==> src/rtl/gpio_edge_pkg.sv <==
// Package: shared field layout of the status word.
// Assumes the word is four equal fields of one bit per pin.
package gpio_edge_pkg;

    // Field index inside the status word, lowest field first.
    typedef enum logic [1:0] {
        FLD_STATE = 2'd0,
        FLD_OLD   = 2'd1,
        FLD_SET   = 2'd2,
        FLD_CLR   = 2'd3
    } field_e;

    localparam int unsigned FIELD_COUNT = 4;

    // Base bit of a field for a given pin count.
    function automatic int unsigned field_base(field_e f, int unsigned npins);
        return int'(f) * npins;
    endfunction

endpackage

==> src/rtl/gpio_sync.sv <==
// Module: multi-stage flop synchroniser for a bus of independent bits.
// Assumes each bit is an unrelated level; no bus coherency is implied.
module gpio_sync #(
    parameter int WIDTH  = 8,
    parameter int STAGES = 2
) (
    input  logic             clk,
    input  logic             rst_n,
    input  logic [WIDTH-1:0] d,
    output logic [WIDTH-1:0] q
);

    logic [WIDTH-1:0] chain [STAGES];

    // Shift the sampled levels through the stage chain.
    always_ff @(posedge clk) begin
        if (!rst_n) begin
            for (int s = 0; s < STAGES; s++) chain[s] <= '0;
        end else begin
            chain[0] <= d;
            for (int s = 1; s < STAGES; s++) chain[s] <= chain[s-1];
        end
    end

    assign q = chain[STAGES-1];

endmodule

==> src/rtl/gpio_pin_track.sv <==
// Module: per-pin old-value and pending-flag tracker.
// Assumes level is already synchronised; set_cmd wins over clr_cmd.
module gpio_pin_track (
    input  logic clk,
    input  logic rst_n,
    input  logic level,
    input  logic set_cmd,
    input  logic clr_cmd,
    output logic old_q,
    output logic state_q
);

    // Load the remembered level from software commands.
    always_ff @(posedge clk) begin
        if (!rst_n)       old_q <= 1'b0;
        else if (set_cmd) old_q <= 1'b1;
        else if (clr_cmd) old_q <= 1'b0;
    end

    // Raise the sticky pending flag on mismatch; drop it on any command.
    always_ff @(posedge clk) begin
        if (!rst_n)                  state_q <= 1'b0;
        else if (set_cmd || clr_cmd) state_q <= 1'b0;
        else if (level != old_q)     state_q <= 1'b1;
    end

endmodule

==> src/rtl/gpio_event_gate.sv <==
// Module: enable register and masked OR of pending flags.
// Assumes the enable register is written as a whole byte.
module gpio_event_gate #(
    parameter int NPINS = 8
) (
    input  logic             clk,
    input  logic             rst_n,
    input  logic             en_wr,
    input  logic [NPINS-1:0] en_wdata,
    input  logic [NPINS-1:0] state,
    output logic [NPINS-1:0] en_q,
    output logic             event_o
);

    // Hold the per-pin event enables.
    always_ff @(posedge clk) begin
        if (!rst_n)     en_q <= '0;
        else if (en_wr) en_q <= en_wdata;
    end

    // Combine enabled pending flags into one request.
    always_comb event_o = |(state & en_q);

endmodule

==> src/rtl/gpio_edge_latch.sv <==
// Module: top of the edge interrupt latch for NUM_PORTS x PINS_PER_PORT pins.
// Assumes pin index = port*PINS_PER_PORT + pin and a single write strobe.
module gpio_edge_latch
    import gpio_edge_pkg::*;
#(
    parameter int NUM_PORTS     = 2,
    parameter int PINS_PER_PORT = 4,
    parameter int SYNC_STAGES   = 2
) (
    input  logic                                      clk,
    input  logic                                      rst_n,
    input  logic [NUM_PORTS*PINS_PER_PORT-1:0]        pin_in,
    input  logic                                      ctl_wr,
    input  logic [FIELD_COUNT*NUM_PORTS*PINS_PER_PORT-1:0] ctl_wdata,
    output logic [FIELD_COUNT*NUM_PORTS*PINS_PER_PORT-1:0] ctl_rdata,
    input  logic                                      evt_en_wr,
    input  logic [NUM_PORTS*PINS_PER_PORT-1:0]        evt_en_wdata,
    output logic [NUM_PORTS*PINS_PER_PORT-1:0]        evt_en_q,
    output logic                                      evt_out
);

    localparam int NPINS    = NUM_PORTS * PINS_PER_PORT;
    localparam int STATE_LO = field_base(FLD_STATE, NPINS);
    localparam int OLD_LO   = field_base(FLD_OLD, NPINS);
    localparam int SET_LO   = field_base(FLD_SET, NPINS);
    localparam int CLR_LO   = field_base(FLD_CLR, NPINS);

    logic [NPINS-1:0] level;
    logic [NPINS-1:0] set_cmd;
    logic [NPINS-1:0] clr_cmd;
    logic [NPINS-1:0] old_vec;
    logic [NPINS-1:0] state_vec;

    gpio_sync #(.WIDTH(NPINS), .STAGES(SYNC_STAGES)) u_sync (
        .clk   (clk),
        .rst_n (rst_n),
        .d     (pin_in),
        .q     (level)
    );

    // Split the write into per-pin commands, gated by the strobe.
    always_comb begin
        set_cmd = ctl_wr ? ctl_wdata[SET_LO +: NPINS] : '0;
        clr_cmd = ctl_wr ? ctl_wdata[CLR_LO +: NPINS] : '0;
    end

    for (genvar i = 0; i < NPINS; i++) begin : g_pin
        gpio_pin_track u_trk (
            .clk     (clk),
            .rst_n   (rst_n),
            .level   (level[i]),
            .set_cmd (set_cmd[i]),
            .clr_cmd (clr_cmd[i]),
            .old_q   (old_vec[i]),
            .state_q (state_vec[i])
        );
    end

    gpio_event_gate #(.NPINS(NPINS)) u_evt (
        .clk      (clk),
        .rst_n    (rst_n),
        .en_wr    (evt_en_wr),
        .en_wdata (evt_en_wdata),
        .state    (state_vec),
        .en_q     (evt_en_q),
        .event_o  (evt_out)
    );

    // Assemble the read word; command fields read as zero.
    always_comb begin
        ctl_rdata                      = '0;
        ctl_rdata[OLD_LO +: NPINS]     = old_vec;
        ctl_rdata[STATE_LO +: NPINS]   = state_vec;
    end

endmodule

==> config.mk <==
export PLATFORM = sky130hd
export DESIGN_NAME = gpio_edge_latch
export DESIGN_NICKNAME = d
export VERILOG_FILES = /design/src/rtl/gpio_edge_pkg.sv /design/src/rtl/gpio_sync.sv /design/src/rtl/gpio_pin_track.sv /design/src/rtl/gpio_event_gate.sv /design/src/rtl/gpio_edge_latch.sv
export SDC_FILE = /design/constraint.sdc
export NUM_CORES = 1
export LEC_CHECK = 0
export ABC_CLOCK_PERIOD_IN_PS = 900
export BUFFER_PORTS_ARGS = -buffer_cell sky130_fd_sc_hd__buf_2
export CORE_MARGIN = 3
export CORE_UTILIZATION = 40
export DETAILED_ROUTE_END_ITERATION = 7
export PLACE_DENSITY_LB_ADDON = 0.3
export SLEW_MARGIN = 5
export SYNTH_ARGS = -nofsm -noshare
export SYNTH_HDL_FRONTEND = slang
export SYNTH_SLANG_ARGS = --single-unit
==> constraint.sdc <==
create_clock -name clk -period 0.9 [get_ports clk]
set_clock_uncertainty 0.1 [all_clocks]
set_input_delay 0.18 -clock clk [delete_from_list [all_inputs] [get_ports clk]]
set_output_delay 0.18 -clock clk [all_outputs]
set_load 0.1 [all_outputs]
; ---- After elaboration in Yosys (flattened, before gate mapping)
; Memory sizes are Yosys's and may differ from the RTL's.
; Index checks and enable logic that the tools add are counted.
[word_totals]
mem_count = 1
register_bits = 24
mem_bits_rw = 16
out_inout_bits = 41
word_cells = 77
inputBits = 52
[memory_table]
columns = memory, words, word_bits, read_ports, rd_ports_with_merged_regs, wr, line_no
row1 = u_sync.chain, 2, 8, 2, 0, 2, gpio_sync.sv:13  ; logic [WIDTH-1:0] chain [STAGES];
[op_classes]
reduce_logical = 25
eq_ne = 8
muxes = 22
bitwise_logic = 4
[op_table]
columns = operator, n
row1 = two-way mux 8 bit, 4
row2 = two-way mux 1 bit, 18
row3 = nonzero test 2 bit, 8
row4 = OR reduction 2 bit, 8
row5 = bitwise AND 8 bit, 1
row6 = logical OR 1 bit, 8
row7 = inequality test 1 bit, 8
row8 = OR reduction 8 bit, 1
row9 = OR 1 bit, 2
row10 = NOT 1 bit, 1

; ---- Longest topological paths before layout
[logic_depth]
word_depth = 3
mapped_depth = 3

; ---- Cells and area by module
; A second synthesis with hierarchy kept.
[hier_totals]
hier_cells = 161
hier_area_um2 = 1705.4
[by_module_without_submodules]
columns = module, cells_per_inst, seq_area_each_um2, area_each_um2, instances
row1 = gpio_pin_track, 7, 40.0, 76.3, 8
row2 = gpio_sync, 41, 320.3, 506.7, 1
row3 = gpio_event_gate, 30, 160.2, 337.8, 1
row4 = gpio_edge_latch, 34, 0.0, 250.2, 1

; ---- Worst setup path after synthesis
; OpenSTA, ideal clock, no wires.
[synth_timing]
kind = register to output
start = register u_evt.en_q[4]
end = output evt_out
t_arrival_ps = 1984
required_time_ps = 620
setup_slack_ps = -1364
path_stages_with_launch = 3
cell_sequence = dfxtp_1 -> a22oi_1 -> nand4_1
[synth_via]
elab_chain_len = 2
[synth_lines]
columns = element, line_no
row1 = "start, declared", gpio_event_gate.sv:11  ; output logic [NPINS-1:0] en_q,
row2 = "start signal, assigned", gpio_event_gate.sv:18  ; else if (en_wr) en_q <= en_wdata;
row3 = bitwise AND 8 bit, gpio_event_gate.sv:22  ; always_comb event_o = |(state & en_q);
row4 = OR reduction 8 bit, gpio_event_gate.sv:22
row5 = "end, declared", gpio_edge_latch.sv:19  ; output logic evt_out
; No other way between the ends.

; ---- Worst setup path in the final report
[layout_timing]
start = register g_pin[4].u_trk.state_q
end = output evt_out
[layout_via]
elab_chain_len = 2
[layout_lines]
columns = element, line_no
row1 = "start, declared", gpio_pin_track.sv:10  ; output logic state_q
row2 = "start signal, assigned", gpio_pin_track.sv:22  ; if (!rst_n) state_q <= 1'b0;
row3 = "start signal, assigned", gpio_pin_track.sv:23  ; else if (set_cmd || clr_cmd) state_q <= 1'b0;
row4 = "start signal, assigned", gpio_pin_track.sv:24  ; else if (level != old_q) state_q <= 1'b1;
row5 = bitwise AND 8 bit, gpio_event_gate.sv:22
row6 = OR reduction 8 bit, gpio_event_gate.sv:22
; No other way between the ends.

==> run metrics <==
# IOs=93; Rows=23; layout cells sized above 1=0.569; Hold WC Path Type=in -> reg; count of different cell masters after synthesis=19; die area=5200 µm²; via count=1,330; post-synthesis sequential area ratio=0.458; Die Span X=72.1 µm; worst slew pin tran=0.554 ns; fmax=687 MHz; htree depth=2; critical path startpoint category=register; IO buf count=60; drt via density=4.49; worst setup path class=reg -> out; Initial Utilization=0.425; CP Max Fanout=2; CTS buffer count=5; slew margin rel.=0.631; core area=4120 µm²; Primary FF master, synth=dfxtp_1; Setup-failing EPs final=41; critical path, cell by cell=a22oi_2, nand4_1, buf_12; Period minus WS final=1.46 ns; Critical Path RT=0.62 ns; leakage power=1.38 nW; most numerous cell in the Yosys netlist=dfxtp_1; Die Ht=72.1 µm; drc violations=0; post-placement cell area=2430 µm²; final WL=3720 µm; Pwr Total=4.82 mW; Synth area leaders=dfxtp_1 (46%), buf_4 (14%), and2_1 (5.7%), a21boi_2 (5.2%), mux2i_1 (4.6%); clk slew on worst S/H paths=0.07 ns; max incr delay on CP=0.34 ns; Max Slew Vio Count=0; TritonCTS clock tree=yes; failing checks=setup timing; routability congestion estimate=0.758; Setup TNS=-8.11 ns; final hold violations=0; vias in the first global route=1,323; peak supply drop=1180 µV; Final ANT Viol Nets=0; Worst Setup End Kind=output port; Final nets=297; PwrDens=1660 nW/µm²; total placed cells including tap cells=268; antenna cells=0; DR pass1 iterations=3; Crit path max-delay family=flip-flops; post-route cell area=2900 µm²; area leader, netlist=dfxtp_1; first-pass GRT wire length=5990 µm; Async S/R FF share, synth=0; CTS sink cnt=40; period utilization=1.62; number of synthesized register bits=40; final cell count without fillers=296; Syn Inst Count=165; CP Data Arrival Time=1.18 ns; RSZ-0062 raised after global routing=yes; initial antenna violation count=0; max_cap viols=0; Post-Syn Area=1750 µm²; gr usage total=0.149; total grt overflow=0; wire per inst=12.6 µm; Clock Latency Late Sink=0.28 ns; outcome=finished with violations; Layout area overhead=65.9%; Synth top cells by count=dfxtp_1 (40), buf_4 (33), and2_1 (16); clock buffer depth=2; Synth Warn #=0; DPL Wire Length=2620 µm; DRT iter0 DRCs=26; pre-CTS WS=-0.296 ns; Avg Inst Size Synth=10.6 µm²; Post-synth EDFFs=0; WP buf/inv=1; Worst path slowest cell=dfxtp_2; Final WS setup=-0.555 ns; top cell type's share of synthesized area=0.458; Clk Tree Root Cell=clkbuf_8; largest net degree at the start of global routing=41
## cell usage in the layout, fill, tap and decap left out, types with 5 or more instances in the layout
master         instances
clkbuf_8               6
and2_1                16
conb_1                16
nor2b_1                8
o211a_1                8
buf_6                 24
dfxtp_2                8
buf_2                 34
dfxtp_1               16
nand2_1                8
buf_4                  5
a21boi_2               8
mux2i_1                8
buf_12                26
dlygate4sd3_1          7
dfxtp_4               16
o21ai_0                7
## report_power, final
part | internal, mW | total, mW | leakage, nW | switching (mW)
Clock | 0.622 | 1.19 | 0.0445 | 0.565
Sequential | 1.86 | 1.94 | 0.344 | 0.0780
Combinational | 0.628 | 1.70 | 0.996 | 1.07
## registers in the layout, indices dropped and copies added, names as in the netlist
signal,count
u_sync.chain,16
g_pin.u_trk.old_q,8
g_pin.u_trk.state_q,8
u_evt.en_q,8
## logic make-up (layout without fill, tap and decap cells)
kind of cell              after synthesis  after routing  share of synthesized area
AOI/OAI and AO/OA                      36             36                      0.183
and+or+nand+nor                        33             33                      0.107
DFF                                    40             40                      0.458
other                                   1             16                    0.00215
buffers and inverters                  39            105                      0.164
muxes                                   8              8                     0.0458
xor gates and xnor gates                8              8                     0.0401
## through the flow
stage               hold slack, ns  utilization
finish                      0.0500        0.705
global route                0.0473        0.705
CTS                        0.00564        0.687
detailed placement           0.292        0.590
global placement             0.284        0.590
floorplan                    0.207            -
## layout make-up
class / instances / area, µm²
timing repair buffer: 97 / 1080
sequential: 40 / 871
clock buffer: 7 / 86.3
clock inverter: 1 / 7.51
tap: 50 / 62.6
fill: 295 / 1210
multi-input combinational: 101 / 792
## final timing paths
| kind | start | end | slack [ns] | depth (start not counted) |
|---|---|---|---|---|
| min | ctl_wdata[23] | g_pin[7].u_trk.old_q$_SDFFE_PN0P_ | 0.05 | 3 |
| max | g_pin[4].u_trk.state_q$_SDFFE_PP0P_ | evt_out | -0.56 | 3 |
| max reg2reg | g_pin[5].u_trk.state_q$_SDFFE_PP0P_ | g_pin[5].u_trk.state_q$_SDFFE_PP0P_ | -0.20 | 4 |
| min reg2reg | u_sync.chain[0][7]$_SDFF_PN0_ | u_sync.chain[0][15]$_SDFF_PN0_ | 0.33 | 1 |
## what timing repair did
item	4_1_cts	5_1_grt
hold buffers	7	1
setup buffers	11	11
gates resized for setup	52	16
pin swaps	11	10
endpoints found under the hold margin	7	1
endpoints found under the setup margin	42	45
## routing by layer
layer  part of all wire  global-route usage
met1               0.38               0.160
met2               0.54               0.273
met3              0.066              0.0429
met4             0.0083              0.0564
met5                  0                   0
## worst register-to-register path, delay by kind of cell, from the launching register on
kind / cells / cell delay (ns)
compound gates: 1 / 0.21
buf+inv: 3 / 0.36
flops: 1 / 0.33
Power figures use the tool's default switching activity.
